## config.mk

```make
export PLATFORM = sky130hd
export DESIGN_NAME = sysmm_array
export DESIGN_NICKNAME = d
export VERILOG_FILES = /design/src/rtl/sa_pkg.sv /design/src/rtl/sa_mac.sv /design/src/rtl/sa_cell.sv /design/src/rtl/sysmm_array.sv
export SDC_FILE = /design/constraint.sdc
export NUM_CORES = 2
export LEC_CHECK = 0
export CORE_UTILIZATION = 42
export CTS_CLUSTER_SIZE = 10
export DETAILED_ROUTE_END_ITERATION = 6
export SYNTH_ARGS = -nofsm -noshare
export SYNTH_HDL_FRONTEND = slang
export SYNTH_SLANG_ARGS = --single-unit
```

## constraint.sdc

```tcl
create_clock -name clk -period 23.8 [get_ports clk]
set_input_delay 2.38 -clock clk [delete_from_list [all_inputs] [get_ports clk]]
set_output_delay 2.38 -clock clk [all_outputs]
set_load 0.01 [all_outputs]
```

## src/rtl/sa_pkg.sv

```systemverilog
package sa_pkg;
  localparam int SA_DIM  = 2;
  localparam int SA_DW   = 16;
  localparam int SA_FRAC = 8;
endpackage

```

## src/rtl/sa_mac.sv

```systemverilog
module sa_mac #(
  parameter int W    = 16,
  parameter int FRAC = 8
) (
  input  logic [W-1:0] a,
  input  logic [W-1:0] w,
  input  logic [W-1:0] acc,
  input  logic         en,
  output logic [W-1:0] mul,
  output logic [W-1:0] sum
);
  localparam int PW = 2 * W;
  localparam logic signed [PW-1:0] MAXP = PW'((64'sd1 <<< (W-1)) - 64'sd1);
  localparam logic signed [PW-1:0] MINP = ~MAXP;

  logic signed [PW-1:0] prod;
  logic signed [PW-1:0] prod_sh;
  logic signed [W:0]    ext;
  logic [W-1:0]         sat;

  always_comb begin
    prod    = PW'($signed(a)) * PW'($signed(w));
    prod_sh = prod >>> FRAC;
    if (prod_sh > MAXP)      mul = MAXP[W-1:0];
    else if (prod_sh < MINP) mul = MINP[W-1:0];
    else                     mul = prod_sh[W-1:0];
    ext = {acc[W-1], acc} + {mul[W-1], mul};
    if (ext[W] != ext[W-1]) sat = ext[W] ? {1'b1, {(W-1){1'b0}}} : {1'b0, {(W-1){1'b1}}};
    else                    sat = ext[W-1:0];
    sum = en ? sat : acc;
  end
endmodule

```

## src/rtl/sa_cell.sv

```systemverilog
module sa_cell #(
  parameter int W    = 16,
  parameter int FRAC = 8
) (
  input  logic         clk,
  input  logic         rst,
  input  logic [W-1:0] act_i,
  input  logic         vld_i,
  input  logic         pv_i,
  input  logic [W-1:0] psum_i,
  input  logic [W-1:0] wsh_i,
  input  logic         shift,
  input  logic         swap,
  output logic [W-1:0] act_o,
  output logic         vld_o,
  output logic         pv_o,
  output logic [W-1:0] psum_o,
  output logic [W-1:0] wsh_o
);
  logic [W-1:0] wact;
  logic [W-1:0] mul;
  logic [W-1:0] sum;

  sa_mac #(.W(W), .FRAC(FRAC)) u_mac (
    .a(act_i), .w(wact), .acc(psum_i), .en(vld_i), .mul(mul), .sum(sum)
  );

  always_ff @(posedge clk or posedge rst) begin
    if (rst) begin
      act_o  <= '0;
      vld_o  <= 1'b0;
      pv_o   <= 1'b0;
      psum_o <= '0;
      wsh_o  <= '0;
      wact   <= '0;
    end else begin
      act_o  <= act_i;
      vld_o  <= vld_i;
      pv_o   <= pv_i | vld_i;
      psum_o <= sum;
      if (shift) wsh_o <= wsh_i;
      if (swap)  wact  <= wsh_o;
    end
  end

  // activation and its valid hop one cell per cycle
  p_act_hop_r2: assert property (@(posedge clk) disable iff (rst)
    1'b1 |=> (act_o == $past(act_i)) && (vld_o == $past(vld_i)));

  // staged weight moves only on shift
  p_shift_move_r3: assert property (@(posedge clk) disable iff (rst)
    shift |=> wsh_o == $past(wsh_i));
  p_shift_hold_r3: assert property (@(posedge clk) disable iff (rst)
    !shift |=> $stable(wsh_o));

  // active weight changes only on a swap pulse
  p_wact_hold_r4: assert property (@(posedge clk) disable iff (rst)
    !swap |=> $stable(wact));

  // an invalid lane passes the sum from above unchanged
  p_bypass_r8: assert property (@(posedge clk) disable iff (rst)
    !vld_i |=> psum_o == $past(psum_i));

  // product of same-sign nonzero operands is never negative
  p_mul_sign_r6: assert property (@(posedge clk) disable iff (rst)
    (act_i != '0 && wact != '0 && act_i[W-1] == wact[W-1]) |-> !mul[W-1]);

  // saturating add never wraps across sign
  p_no_overflow_r7: assert property (@(posedge clk) disable iff (rst)
    (vld_i && !psum_i[W-1] && !mul[W-1]) |-> !sum[W-1]);
  p_no_underflow_r7: assert property (@(posedge clk) disable iff (rst)
    (vld_i && psum_i[W-1] && mul[W-1]) |-> sum[W-1]);
endmodule

```

## src/rtl/sysmm_array.sv

```systemverilog
module sysmm_array
  import sa_pkg::*;
#(
  parameter int N    = SA_DIM,
  parameter int W    = SA_DW,
  parameter int FRAC = SA_FRAC
) (
  input  logic           clk,
  input  logic           rst,
  input  logic [N*W-1:0] act_in,
  input  logic [N-1:0]   act_vld,
  input  logic [N*W-1:0] wgt_in,
  input  logic           wgt_shift,
  input  logic           wgt_swap,
  output logic [N*W-1:0] psum_out,
  output logic [N-1:0]   psum_vld
);
  logic [W-1:0] act_h [N][N+1];
  logic         vld_h [N][N+1];
  logic [W-1:0] ps_v  [N+1][N];
  logic         pv_v  [N+1][N];
  logic [W-1:0] wsh_v [N+1][N];

  for (genvar r = 0; r < N; r++) begin : g_west
    assign act_h[r][0] = act_in[r*W +: W];
    assign vld_h[r][0] = act_vld[r];
    logic east_unused;
    assign east_unused = ^{vld_h[r][N], act_h[r][N]};
  end

  for (genvar c = 0; c < N; c++) begin : g_edge
    assign ps_v[0][c]  = '0;
    assign pv_v[0][c]  = 1'b0;
    assign wsh_v[0][c] = wgt_in[c*W +: W];
    assign psum_out[c*W +: W] = ps_v[N][c];
    assign psum_vld[c] = pv_v[N][c];
    logic south_unused;
    assign south_unused = ^wsh_v[N][c];

    // an idle column carries zero
    p_idle_zero_r9: assert property (@(posedge clk) disable iff (rst)
      !psum_vld[c] |-> psum_out[c*W +: W] == '0);
  end

  for (genvar r = 0; r < N; r++) begin : g_row
    for (genvar c = 0; c < N; c++) begin : g_col
      sa_cell #(.W(W), .FRAC(FRAC)) u_cell (
        .clk   (clk),
        .rst   (rst),
        .act_i (act_h[r][c]),
        .vld_i (vld_h[r][c]),
        .pv_i  (pv_v[r][c]),
        .psum_i(ps_v[r][c]),
        .wsh_i (wsh_v[r][c]),
        .shift (wgt_shift),
        .swap  (wgt_swap),
        .act_o (act_h[r][c+1]),
        .vld_o (vld_h[r][c+1]),
        .pv_o  (pv_v[r+1][c]),
        .psum_o(ps_v[r+1][c]),
        .wsh_o (wsh_v[r+1][c])
      );
    end
  end
endmodule

```

* Word level (Yosys, flattened, before mapping)
Index checks and enable logic that the tools add are counted.
Storage, ports and cells: register bits after elaboration 229, logic and storage cells 53
Operators by class: magnitude comparators 8, $mul 4, $add $sub $neg 2, mux-type cells 16, eq/ne operators 2, bitwise gates (word level) 2
Operators with widths (number):
- $mux W16 | 16
- $mul A16 B16 Y32 | 4
- $gt A24 B16 Y1 const B | 4
- $lt A24 B16 Y1 const B | 4
- $add A16 B16 Y17 | 2
- $ne A1 B1 Y1 | 2
- $or A1 B1 Y1 | 2

* Logic depth before layout (Yosys ltp)
word-level depth 8, mapped depth 40, mapped depth without buffers 36

* Cells and area by module
A second synthesis with hierarchy kept.
Second synthesis, totals: cell total of the unflattened synthesis 5557, area total of the unflattened synthesis 53517.6 um^2
Modules (own cells, without submodules):
- sa_mac (g_row[0].g_col[1].u_cell.u_mac ...) | area each 11589.9 um^2, times used 2, seq. area each 0.0 um^2, cells an instance 1341
- sa_mac (g_row[0].g_col[0].u_cell.u_mac) | area each 10869.2 um^2, times used 1, seq. area each 0.0 um^2, cells an instance 1227
- sa_mac (g_row[1].g_col[1].u_cell.u_mac) | area each 10811.6 um^2, times used 1, seq. area each 0.0 um^2, cells an instance 1229
- sa_cell | area each 2159.6 um^2, times used 4, seq. area each 1651.6 um^2, cells an instance 104
- sysmm_array | area each 18.8 um^2, times used 1, seq. area each 0.0 um^2, cells an instance 3

* Worst setup path before layout
Ideal clock, no wire load.
kind in2reg, start input port act_in[31], end register g_row[1].g_col[0].u_cell.psum_o[10], setup slack 12.318 ns, buffers on the path 4, arrival 11.341 ns, cell stages on the path 38, path through clkbuf_1 > nand2_1 > fa_1 > inv_1 > fa_1 > inv_1 > fa_1 > fa_1 > inv_1 > fa_1 > inv_1 > fa_1 > inv_1 > ha_1 > clkbuf_1 > a21oi_1 > o21ai_0 > a21o_1 > [... 2 more ...] > o31ai_1 > xor2_1 > or4_1 > o31ai_2 > clkbuf_1 > o21ai_0 > ha_1 > fa_1 > a21o_1 > a21o_1 > a21oi_1 > o21ai_0 > a41o_1 > o21a_1 > a31o_2 > o21ai_0 > clkbuf_1 > o22ai_1
On the way: longest elaborated chain between the ends 8, elaborated cells on any way between the ends 10, classes of those cells add/sub (1); mul (1); order compare (2); eq/ne (1); mux (5)
Ends and longest elaborated chain:
- start, declared | line sysmm_array.sv:10 | input logic [N*W-1:0] act_in,
- $mul A16 B16 Y32 * | line sa_mac.sv:22 | prod = PW'($signed(a)) * PW'($signed(w));
- $lt A24 B16 Y1 | line sa_mac.sv:25 | else if (prod_sh < MINP) mul = MINP[W-1:0];
- $mux W16 | line sa_mac.sv:25
- $mux W16 * | line sa_mac.sv:24 | if (prod_sh > MAXP) mul = MAXP[W-1:0];
- $add A16 B16 Y17 * | line sa_mac.sv:27 | ext = {acc[W-1], acc} + {mul[W-1], mul};
- $mux W16 / $ne A1 B1 Y1 (equally long branches) | line sa_mac.sv:28 | if (ext[W] != ext[W-1]) sat = ext[W] ? {1'b1, {(W-1){1'b0}}} : {1'b0, {(W-1){1'b1}}};
- $mux W16 * | line sa_mac.sv:28
- $mux W16 * | line sa_mac.sv:30 | sum = en ? sat : acc;
- net g_row[1].g_col[0].u_cell.sum[10] | line sa_cell.sv:22 | logic [W-1:0] sum;
- end signal, assigned | line sa_cell.sv:40 | psum_o <= sum;
- end, declared | line sa_cell.sv:17 | output logic [W-1:0] psum_o,
The timed path passes the listed nets; every way through them passes the cells marked *. A chain may end at the register's enable or synchronous reset.

* Worst setup path in the final report
start input port act_in[23], end register g_row[1].g_col[0].u_cell.psum_o[6]
Same word-level chain as after synthesis.

==> results.cfg <==
[outcome]
status = finished, final reports clean

[setup_path]
arrival_ns = 13.06
required_ns = 24.24
critPathMostFrequentCell = fa_1
rr_endpoint = g_row[1].g_col[1].u_cell.psum_o[5]
max_stage_delay_ns = 0.81
crit_fanout = 17
cp-start-kind = primary input
crit_type = primary input to flip-flop
r2r-start = g_row[1].g_col[0].u_cell.act_o[15]
cp-end-kind = flip-flop
cpMaxStageDelayCell = clkdlybuf4s50_1
worstRegToRegCells = 29
r2r_slack_ns = 12.26

[die]
chipWidth_um = 340
rows = 123
chipHeight_um = 340
initial_core_util_pct = 42.5
fp.coreArea_um2 = 113000
dieArea_um2 = 116000
io_pins = 104

[drt]
wire_per_inst_um = 18.0
vias = 32800
drtIter0Drc = 1677
routed_wl_um = 117000
viasPerCell = 5.06
drc = 0
ant_nets = 0
drt-pass1-iter-count = 6

[yosys]
ys.flop_type = dfrtp_1
yosys.area.top_type_share_pct = 43.6
syn-num-nets = 6449
syn_avg_cell_area_um2 = 9.63
async_flop_share_pct = 100
synth_area_um2 = 48000
yosysSeqAreaShare_pct = 11.9
yosysTopAreaCell = fa_1
synth.ff_latch_count = 229
syn_inst = 4985
yosys_warnings = 0
ys_types = 83
synthTopCellsByArea = fa_1 (44%), dfrtp_1 (12%), inv_1 (9.3%)
synth_edf_count = 0

[final_layout]
drive_above_1_share_pct = 4.56
area_delta_synth_final_pct = 6.98
nNetsFinal = 6423

[sta]
final.setup_skew_ns = 0.0470
final-max-slew-violation-count = 0
hold_viol_final = 0
maxSlewHeadroom_pct = 14.3
setup_viol = 0
min_period_ns = 12.62
worstMarginPinSlew_ns = 1.28
rsz0062_at_grt = no
fmax_mhz = 79.2
setup_tns_ns = 0
period_share_pct = 53.0

[clock_network]
ctsHoldBuffers = 0
cts_sinks = 229
cts_setup_buffers = 0
post_cts_resized = 0
cts-root-buf = clkbuf_16
clock_latency_ns = 0.61
clk_pin_slew_worst_paths_ns = 0.06
h-tree-depth = 1
cts_tree = yes
cts_buffers = 31
clock_path_buffers = 3

[place]
dpl.hpwl_um = 96000
io_buffers = 103
gp_congestion = 0.842

[hold_path]
hold-path-cell-count = 1
hold_start = g_row[0].g_col[1].u_cell.pv_o
min_path_type = flip-flop to flip-flop
min_to = g_row[1].g_col[1].u_cell.pv_o

[global_routing]
grt_pass1_wl_um = 194000
met1_usage_pct = 28.8
busiest_layer = met2
grt-ovfl-total = 0
antenna_found_initial = 4
gr-usage-met3_pct = 2.98
grt_max_degree = 93
grt_pass1_vias = 35500
grt_util_met2_pct = 35.9
grt_use_total_pct = 21.2

[run]
drv_cap = 0
==> through the flow <==
stage	util, %	cell area [um2]	setup WS [ns]	instances	hold slack, ns
2_1_floorplan	-	48000	12.32	4985	0.410
3_5_place_dp	44.6	50400	10.72	6426	0.435
3_3_place_gp	44.6	50400	11.01	6426	0.447
6_report	45.5	51300	11.18	6478	0.448
4_1_cts	45.4	51300	11.33	6475	0.448
5_1_grt	45.4	51300	10.56	6476	0.469
==> routing by layer <==
| layer | up-vias | wire length (um) |
|---|---|---|
| met5 | - | 8 |
| met4 | 2 | 2880 |
| met3 | 149 | 5880 |
| met2 | 693 | 57800 |
| met1 | 17100 | 50200 |
| li1 | 14800 | - |
==> cell families (layout without fill, tap and decap cells) <==
logic type	Yosys count	in the layout	synth area share (%)
muxes	126	126	2.96
buffers and inverters	1378	1368	10.8
xor gates and xnor gates	158	158	2.88
and+or+nand+nor	1290	1290	13.2
other	0	3	0
AOI/OAI and AO/OA	409	409	5.48
adders and majority gates	1395	1395	52.7
DFF	229	229	11.9
==> worst max-delay path by stage <==
stage / start / to / slack (ns) / depth (start not counted)
after floorplan: act_in[31] / g_row[1].g_col[0].u_cell.psum_o[10] / 12.32 / 38
after global placement: act_in[23] / g_row[1].g_col[0].u_cell.psum_o[13] / 11.01 / 35
after detailed placement: act_in[23] / g_row[1].g_col[0].u_cell.psum_o[6] / 10.72 / 35
after CTS: act_in[23] / g_row[1].g_col[0].u_cell.psum_o[6] / 11.33 / 35
after global routing: act_in[28] / g_row[1].g_col[0].u_cell.psum_o[7] / 10.56 / 34
final: act_in[23] / g_row[1].g_col[0].u_cell.psum_o[6] / 11.18 / 35
==> critical path, delay by kind of cell <==
kind                       cells  cell delay, ns
adders and majority gates      9            4.07
xor gates and xnor gates       1            0.14
and+or+nand+nor                6            1.63
AOI/OAI and AO/OA             14            3.80
buffers and inverters          5            1.00
==> sequential cells by signal, summed over array words and instances (netlist names) <==
name / count
g_row.g_col.u_cell.act_o: 32
g_row.g_col.u_cell.psum_o: 64
g_row.g_col.u_cell.pv_o: 4
g_row.g_col.u_cell.vld_o: 1
g_row.g_col.u_cell.wact: 64
g_row.g_col.u_cell.wsh_o: 64
==> placed cells by master, fill, tap and decap left out, types with 49 or more instances in the layout <==
master,synthesis,layout
o21ai_0,112,112
nand2_1,586,586
clkdlybuf4s50_1,0,101
nand2b_1,49,49
and2_1,433,433
nor2_1,107,107
xnor2_1,111,111
a21oi_1,96,96
dfrtp_1,229,229
mux2_2,124,124
inv_1,1192,1191
ha_1,348,348
fa_1,1046,1046
==> synthesized netlist by cell type (8+ instances only) <==
cell      instances
inv_1          1192
fa_1           1046
nand2_1         586
and2_1          433
ha_1            348
dfrtp_1         229
clkbuf_1        173
mux2_2          124
o21ai_0         112
xnor2_1         111
nor2_1          107
a21oi_1          96
nand2b_1         49
xor2_1           47
a21o_1           33
o22ai_1          31
o21a_1           22
nand3_1          18
nor3_1           18
nand4_1          17
nor2b_1          17
o21bai_1         11
a211oi_1         10
and3_1           10
o21ai_1          10
o31ai_1           9
a31oi_1           8
==> cell type report <==
type	instances	area (um2)
multi-input cells	3378	37100
repair buffers	127	1210
clock buffers	43	921
diodes	3	7.51
inverters	1192	4480
clock inverters	6	43.8
well taps	1500	1880
flip-flops and latches	229	5730
fillers	10900	61600
Power is left out: the tool's default activity adds up to more than one toggle a clock period on the data nets, which glitch-free logic cannot reach.
